### config.mk
export PLATFORM = sky130hd
export DESIGN_NAME = dual_chan_snap_counter
export DESIGN_NICKNAME = d
export VERILOG_FILES = /design/src/rtl/snap_pkg.sv /design/src/rtl/snap_edge_counter.sv /design/src/rtl/snap_piso_chain.sv /design/src/rtl/dual_chan_snap_counter.sv
export SDC_FILE = /design/constraint.sdc
export NUM_CORES = 1
export LEC_CHECK = 0
export BUFFER_PORTS_ARGS = -buffer_cell sky130_fd_sc_hd__clkbuf_2
export CORE_MARGIN = 1
export CORE_UTILIZATION = 55
export CTS_CLUSTER_SIZE = 30
export DETAILED_ROUTE_END_ITERATION = 8
export PLACE_DENSITY = 0.72
export SLEW_MARGIN = 20
export SYNTH_ARGS = -nofsm -noshare
export SYNTH_HDL_FRONTEND = slang
export SYNTH_SLANG_ARGS = --single-unit
### constraint.sdc
create_clock -name clk -period 2.65 [get_ports clk]
set_input_delay 0.265 -clock clk [delete_from_list [all_inputs] [get_ports clk]]
set_output_delay 0.265 -clock clk [all_outputs]
set_load 0.01 [all_outputs]
### src/rtl/snap_pkg.sv
package snap_pkg;
  localparam int SNAP_BYTE_W = 8;

  function automatic int bytes_for(input int width);
    return (width + SNAP_BYTE_W - 1) / SNAP_BYTE_W;
  endfunction
endpackage

### src/rtl/snap_edge_counter.sv
module snap_edge_counter #(
  parameter int W = 13
) (
  input  logic         clk,
  input  logic         rst,
  input  logic         clear,
  input  logic         gate,
  input  logic         ev_in,
  output logic [W-1:0] count,
  output logic         carry
);
  logic ev_prev;
  logic rise;

  assign rise = ev_in & ~ev_prev;

  always_ff @(posedge clk) begin
    if (rst) begin
      ev_prev <= 1'b0;
      count   <= '0;
      carry   <= 1'b0;
    end else begin
      ev_prev <= ev_in;
      carry   <= 1'b0;
      if (clear) begin
        count <= '0;
      end else if (gate && rise) begin
        count <= count + 1'b1;
        carry <= &count;
      end
    end
  end

  // clear zeroes the count on the following cycle
  assert_clear_zero_R4: assert property (@(posedge clk) disable iff (rst)
    clear |=> (count == '0));

  // with the gate closed, the count holds
  assert_gate_hold_R3: assert property (@(posedge clk) disable iff (rst)
    (!gate && !clear) |=> $stable(count));

  // the count moves by at most one per cycle
  assert_single_step_R2: assert property (@(posedge clk) disable iff (rst)
    !clear |=> (count == $past(count) || count == W'($past(count) + 1'b1)));

  // the carry pulse coincides with a freshly wrapped count
  assert_carry_wrap_R5: assert property (@(posedge clk) disable iff (rst)
    carry |-> (count == '0));

  // the carry lasts one cycle
  assert_carry_single_R5: assert property (@(posedge clk) disable iff (rst)
    carry |=> !carry);
endmodule

### src/rtl/snap_piso_chain.sv
module snap_piso_chain #(
  parameter int NB = 5,
  parameter int BW = 8,
  localparam int CW = NB * BW
) (
  input  logic          clk,
  input  logic          rst,
  input  logic          load,
  input  logic          shift,
  input  logic [CW-1:0] par,
  output logic          ser
);
  logic [BW-1:0] q [NB];
  logic [CW-1:0] flat;

  for (genvar j = 0; j < NB; j++) begin : g_byte
    logic link_in;
    if (j == NB - 1) begin : g_tail
      assign link_in = 1'b0;
    end else begin : g_link
      assign link_in = q[j+1][BW-1];
    end

    always_ff @(posedge clk) begin
      if (rst) begin
        q[j] <= '0;
      end else if (load) begin
        q[j] <= par[CW-1-j*BW -: BW];
      end else if (shift) begin
        q[j] <= {q[j][BW-2:0], link_in};
      end
    end

    assign flat[CW-1-j*BW -: BW] = q[j];
  end

  assign ser = q[0][BW-1];

  // a load captures the parallel word, whatever shift does
  assert_load_capture_R7: assert property (@(posedge clk) disable iff (rst)
    load |=> (flat == $past(par)));

  // a shift advances the whole chain by one bit and fills with zero
  assert_shift_step_R8: assert property (@(posedge clk) disable iff (rst)
    (shift && !load) |=> (flat == {$past(flat[CW-2:0]), 1'b0}));

  // with neither control, the chain holds
  assert_chain_hold_R8: assert property (@(posedge clk) disable iff (rst)
    (!shift && !load) |=> $stable(flat));
endmodule

### src/rtl/dual_chan_snap_counter.sv
module dual_chan_snap_counter #(
  parameter int A_W = 13,
  parameter int B_W = 24
) (
  input  logic clk,
  input  logic rst,
  input  logic gate,
  input  logic clear,
  input  logic a_in,
  input  logic b_in,
  input  logic rd_latch,
  input  logic ser_shift,
  output logic ser_out,
  output logic a_slow
);
  localparam int BW      = snap_pkg::SNAP_BYTE_W;
  localparam int A_BYTES = snap_pkg::bytes_for(A_W);
  localparam int B_BYTES = snap_pkg::bytes_for(B_W);
  localparam int NB      = A_BYTES + B_BYTES;
  localparam int CW      = NB * BW;
  localparam int A_PW    = A_BYTES * BW;
  localparam int B_PW    = B_BYTES * BW;

  logic [A_W-1:0]  a_count;
  logic [B_W-1:0]  b_count;
  logic            a_carry;
  logic            b_carry;
  logic [A_PW-1:0] a_pad;
  logic [B_PW-1:0] b_pad;
  logic [CW-1:0]   par_word;

  snap_edge_counter #(.W(A_W)) i_cnt_a (
    .clk(clk), .rst(rst), .clear(clear), .gate(gate),
    .ev_in(a_in), .count(a_count), .carry(a_carry)
  );

  snap_edge_counter #(.W(B_W)) i_cnt_b (
    .clk(clk), .rst(rst), .clear(clear), .gate(gate),
    .ev_in(b_in), .count(b_count), .carry(b_carry)
  );

  assign a_pad = A_PW'(a_count);
  assign b_pad = B_PW'(b_count);

  // first byte out is channel A low byte, then upward through A, then B
  for (genvar j = 0; j < NB; j++) begin : g_order
    if (j < A_BYTES) begin : g_a
      assign par_word[CW-1-j*BW -: BW] = a_pad[j*BW +: BW];
    end else begin : g_b
      assign par_word[CW-1-j*BW -: BW] = b_pad[(j-A_BYTES)*BW +: BW];
    end
  end

  snap_piso_chain #(.NB(NB), .BW(BW)) i_chain (
    .clk(clk), .rst(rst), .load(rd_latch), .shift(ser_shift),
    .par(par_word), .ser(ser_out)
  );

  assign a_slow = a_carry;

  // a channel B rollover leaves a zero count behind
  assert_b_wrap_R6: assert property (@(posedge clk) disable iff (rst)
    b_carry |-> (b_count == '0));

  // the serial output is low in the cycle after reset
  assert_reset_quiet_R1: assert property (@(posedge clk)
    rst |=> (!ser_out && !a_slow));
endmodule

======== Word-level counts from Yosys, hierarchy flattened ========
Memories as Yosys holds them, arrays and structs flattened.
Index checks and enable logic that the tools add are counted.
word-level totals
  memories ................................ 1
  input port bits ......................... 8
  flip-flop bits (word level) ............. 40
  word-level logic and storage cells ...... 47
  output and inout port bits .............. 2
  RAM bits ................................ 40
cells by class
  add/subtract/negate cells ............... 2
  reduce and logical (&&, ||, !) cells .... 5
  muxes and demuxes ....................... 19
  bitwise logic cells ..................... 15
memories
  memory     depth  width  read ports  clocked after memory_dff  write ports  line                   text
  i_chain.q  5      8      5           0                         5            snap_piso_chain.sv:13  logic [BW-1:0] q [NB];
operators with widths
  cell                                                             count
  8-bit two-way mux                                                10
  24-bit by 1-bit adder with 24-bit output, second input constant  1
  13-bit by 1-bit adder with 13-bit output, second input constant  1
  13-bit AND reduction                                             1
  1-bit OR                                                         10
  1-bit two-way mux                                                9
  1-bit NOT                                                        3
  3-bit OR reduction                                               1
  1-bit AND                                                        2
  1-bit logical AND                                                2
  2-bit OR reduction                                               1

======== Depth between registers and ports, before layout ========
  word-level depth ........................ 5
  depth in mapped cells ................... 6
  depth with buffers taken out ............ 5

======== By module ========
Synthesis repeated with hierarchy kept, for this count alone.
second synthesis, totals
  cell total of the unflattened synthesis .. 315
  area total of the unflattened synthesis .. 3636.0 µm²
modules (own cells, without submodules)
  module                        cells each  sequential area each (µm²)  times used  area each (µm²)
  snap_piso_chain               97          1201.2                      1           1700.4
  snap_edge_counter at i_cnt_b  139         520.5                       1           1206.2
  snap_edge_counter at i_cnt_a  78          300.3                       1           725.7
  dual_chan_snap_counter        1           0.0                         1           3.8

======== Worst setup path after synthesis ========
OpenSTA, ideal clock, no wires.
  path type ............................... reg2reg
  from .................................... register i_cnt_b.count[0]
  to ...................................... register i_cnt_b.count[16]
  clock period less this slack ............ 1.972 ns
  buffers on the path ..................... 1
  setup slack ............................. 0.678 ns
  arrival ................................. 1.902 ns
  library setup time ...................... 0.070 ns
  stages on the path, launching flop included .. 7
  required time ........................... 2.580 ns
  cell sequence ........................... dfxtp_1 > ha_1 > nand4b_2 > or4_1 > buf_2 > or3_1 > a21oi_1
between the ends
  word-level cells in the longest chain between the ends .. 1
RTL lines
  item                                      line                     text
  start: declaration                        snap_edge_counter.sv:9   output logic [W-1:0] count,
  start signal: assignment                  snap_edge_counter.sv:28  count <= count + 1'b1;
  24-bit by 1-bit adder with 24-bit output  snap_edge_counter.sv:28
No other way between the ends.
A chain may end at the register's enable or synchronous reset.

======== Final worst setup path ========
  from .................................... register i_cnt_b.count[0]
  to ...................................... register i_cnt_b.count[20]
Same word-level chain as after synthesis.

==> metrics <==
status=finished, final reports clean; post-synthesis sequential area ratio=59.77%; Hold Crit Depth=2; first-pass GRT wire length=10170 microns; Mapped Cells=294; fill count=455; drt via density=6.102; slew at the pin closest to its max-slew limit=0.7082 ns; multi-input logic area=1271 sq um; # setup viols final=0; Max transition margin=52.79%; H-tree levels=3; crit path DAT=2.53 ns; Post-Synthesis Cell Area=3349 sq um; top cell type's share of synthesized area=35.86%; share of cells above drive strength 1=10.75%; non-filler cells, final=382; register area=2002 sq um; post-cts gate resize count=0; core area=5886 sq um; total routed wirelength=6204 microns; grt total ovfl=0; Crit. End Element=flip-flop; Crit Path Class=reg2reg; Ant. Diodes=0; Setup Buffers After CTS=0; cts bufs inserted=9; Setup Skew=0.008865 ns; Die ar.=6406 sq um; Final #Nets=312; routed vias=2331; P_leak=1.256 nW; I/O pin cnt=10; hold buffers post-CTS=0; CP max FO=13; Critical Path Start Type=flip-flop; Initial DRC Count=131; Finished Cell Area=3682 sq um; Syn Nets=304; Hold Path Sink=i_cnt_a.ev_prev$_SDFF_PP0_; largest net degree at the start of global routing=40; clock sinks=80; Area contributors post-synth=edfxtp_1 36%, dfxtp_1 24%, a22o_1 9.4%; met2 WL=2929 microns; Distinct cells, synth=32; Bufs on Longest Clock Path=2; worst min path class=in2reg; mean post-synth cell area=11.39 sq um; period utilization=85.64%; Die W=80.04 microns; Initial Util=56.91%; DRT met1 WL=2938 microns; worst hold start=a_in; DR top layer=met4; R2R Path Start=i_cnt_b.count[0]$_SDFFE_PP0P_; number of global-route vias before repair=2153; Layout area overhead=9.936%; Total GRT Usage=21.55%; fin crit period=2.269 ns; placed cell area=3461 sq um; clk slew on worst S/H paths=0.08 ns; later-pin clock latency in the skew report=0.34 ns; flop and latch count out of synthesis=80; Peak VDD IR=0.0005184 V; PD cells=645.7 nW/um^2; row cnt=28; Root Buffer=clkbuf_8; RSZ-0062 raised after global routing=no; Max Cap Violations=0; dpl cells=366; r2r setup slk=0.38 ns; post-DR wirelength/cell=16.24 microns; FF-to-FF End=i_cnt_b.count[20]$_SDFFE_PP0P_; port buffer count=9; DRC=0; final hold viol count=0; setup tns final=0 ns; Yosys warning count=0; Synth area leader=edfxtp_1; GPL Wtd Cong=0.7788; CTS tree=done; Die H=80.04 microns; DRT Pass-1 Iters=4; HPWL after detailed placement=3806 microns; max-slew violation count=0; FMAX=0.4406 GHz; initial antenna violation count=0; Routed Antenna Nets=0; R2R depth=5; CP Data Required Time=2.92 ns; DR WL met3=165 microns
[area by class of cell]
type / instances / share of cell area (%)
sequential: 80 / 54.37
multi-input combinational: 192 / 34.52
clock buffer: 11 / 3.840
tap: 75 / 2.548
clock inverter: 5 / 2.175
timing repair buffer: 12 / 1.835
inverter: 7 / 0.7136
[cells in the final DEF (no fill, tap or decap), types with 4 or more instances in the layout]
| master | instances |
|---|---|
| a21oi_1 | 17 |
| a22o_1 | 36 |
| and2_1 | 4 |
| clkbuf_2 | 9 |
| clkbuf_8 | 10 |
| dfxtp_1 | 40 |
| edfxtp_1 | 40 |
| inv_1 | 7 |
| nand2_1 | 13 |
| nand3_1 | 9 |
| nand4_1 | 6 |
| nor2_1 | 21 |
| nor3_1 | 9 |
| nor4_1 | 4 |
| o21ai_0 | 10 |
| o31ai_1 | 7 |
| or3_1 | 13 |
| or4_1 | 8 |
| xnor2_1 | 14 |
[where the power goes]
part	switching [W]	internal (W)
Sequential	0.0000115	0.00132
Clock	0.000420	0.000555
Combinational	0.0000497	0.0000190
Total	0.000481	0.00190
[cells by family (layout without fill, tap and decap cells)]
kind of cell    after synthesis  count (layout)  share of synthesized area (%)
simple gates                100             100                          16.62
flops                        80              80                          59.77
fa+ha+maj                     2               2                         0.7470
xor+xnor                     17              17                          4.445
buf+inv                      22              35                          2.503
compound gates               70              70                          15.02
mux                           3               3                         0.8966
[stage by stage]
| step | power, W | hold slack [ns] | utilization, % | setup WS [ns] |
|---|---|---|---|---|
| floorplan | 0.001402 | 0.3366 | - | 0.6776 |
| global placement | 0.001430 | 0.4697 | 58.80 | 0.5042 |
| detailed placement | 0.001432 | 0.4858 | 58.80 | 0.4011 |
| CTS | 0.002397 | 0.1631 | 62.56 | 0.3682 |
| global route | 0.002463 | 0.1802 | 62.56 | 0.2554 |
| finish | 0.002378 | 0.1767 | 62.56 | 0.3805 |
[flip-flops by register name, indices dropped and copies added (netlist names)]
register         count
i_chain.q           40
i_cnt_b.count       24
i_cnt_a.count       13
i_cnt_a.carry        1
i_cnt_a.ev_prev      1
i_cnt_b.ev_prev      1
[critical path, stage by stage (launching register included)]
cell and delay (ns):
dfxtp_1 0.42, ha_1 0.20, nand4b_2 0.18, or4_1 0.77
or4_1 0.47, a21oi_1 0.15
[how the worst max path moves through the flow]
stage                                           to                           from  slack (ns)
floorplan           i_cnt_b.count[16]$_SDFFE_PP0P_  i_cnt_b.count[0]$_SDFFE_PP0P_        0.68
global placement    i_cnt_b.count[22]$_SDFFE_PP0P_  i_cnt_b.count[0]$_SDFFE_PP0P_        0.50
detailed placement  i_cnt_b.count[20]$_SDFFE_PP0P_  i_cnt_b.count[0]$_SDFFE_PP0P_        0.40
CTS                 i_cnt_b.count[20]$_SDFFE_PP0P_  i_cnt_b.count[0]$_SDFFE_PP0P_        0.37
global route        i_cnt_b.count[22]$_SDFFE_PP0P_  i_cnt_b.count[0]$_SDFFE_PP0P_        0.26
finish              i_cnt_b.count[20]$_SDFFE_PP0P_  i_cnt_b.count[0]$_SDFFE_PP0P_        0.38
[Yosys cell counts (all sizes together)]
master,number
a21oi,17
a22o,36
and2,4
and3,1
and4,2
buf,1
clkbuf,14
dfxtp,40
edfxtp,40
ha,2
inv,7
mux2i,3
nand2,13
nand3,9
nand3b,2
nand4,6
nand4b,2
nor2,21
nor2b,3
nor3,9
nor3b,1
nor4,4
o21ai,10
o31ai,7
or2,1
or3,13
or4,9
xnor2,14
xor2,3
[per-layer routing]
metal,track usage (%),vias to the layer above
li1,-,1132
met3,4.457,17
met2,33.68,37
met1,27.79,1145
met4,12.14,0
met5,0,-
No activity file was read; power rests on OpenSTA's default activity.
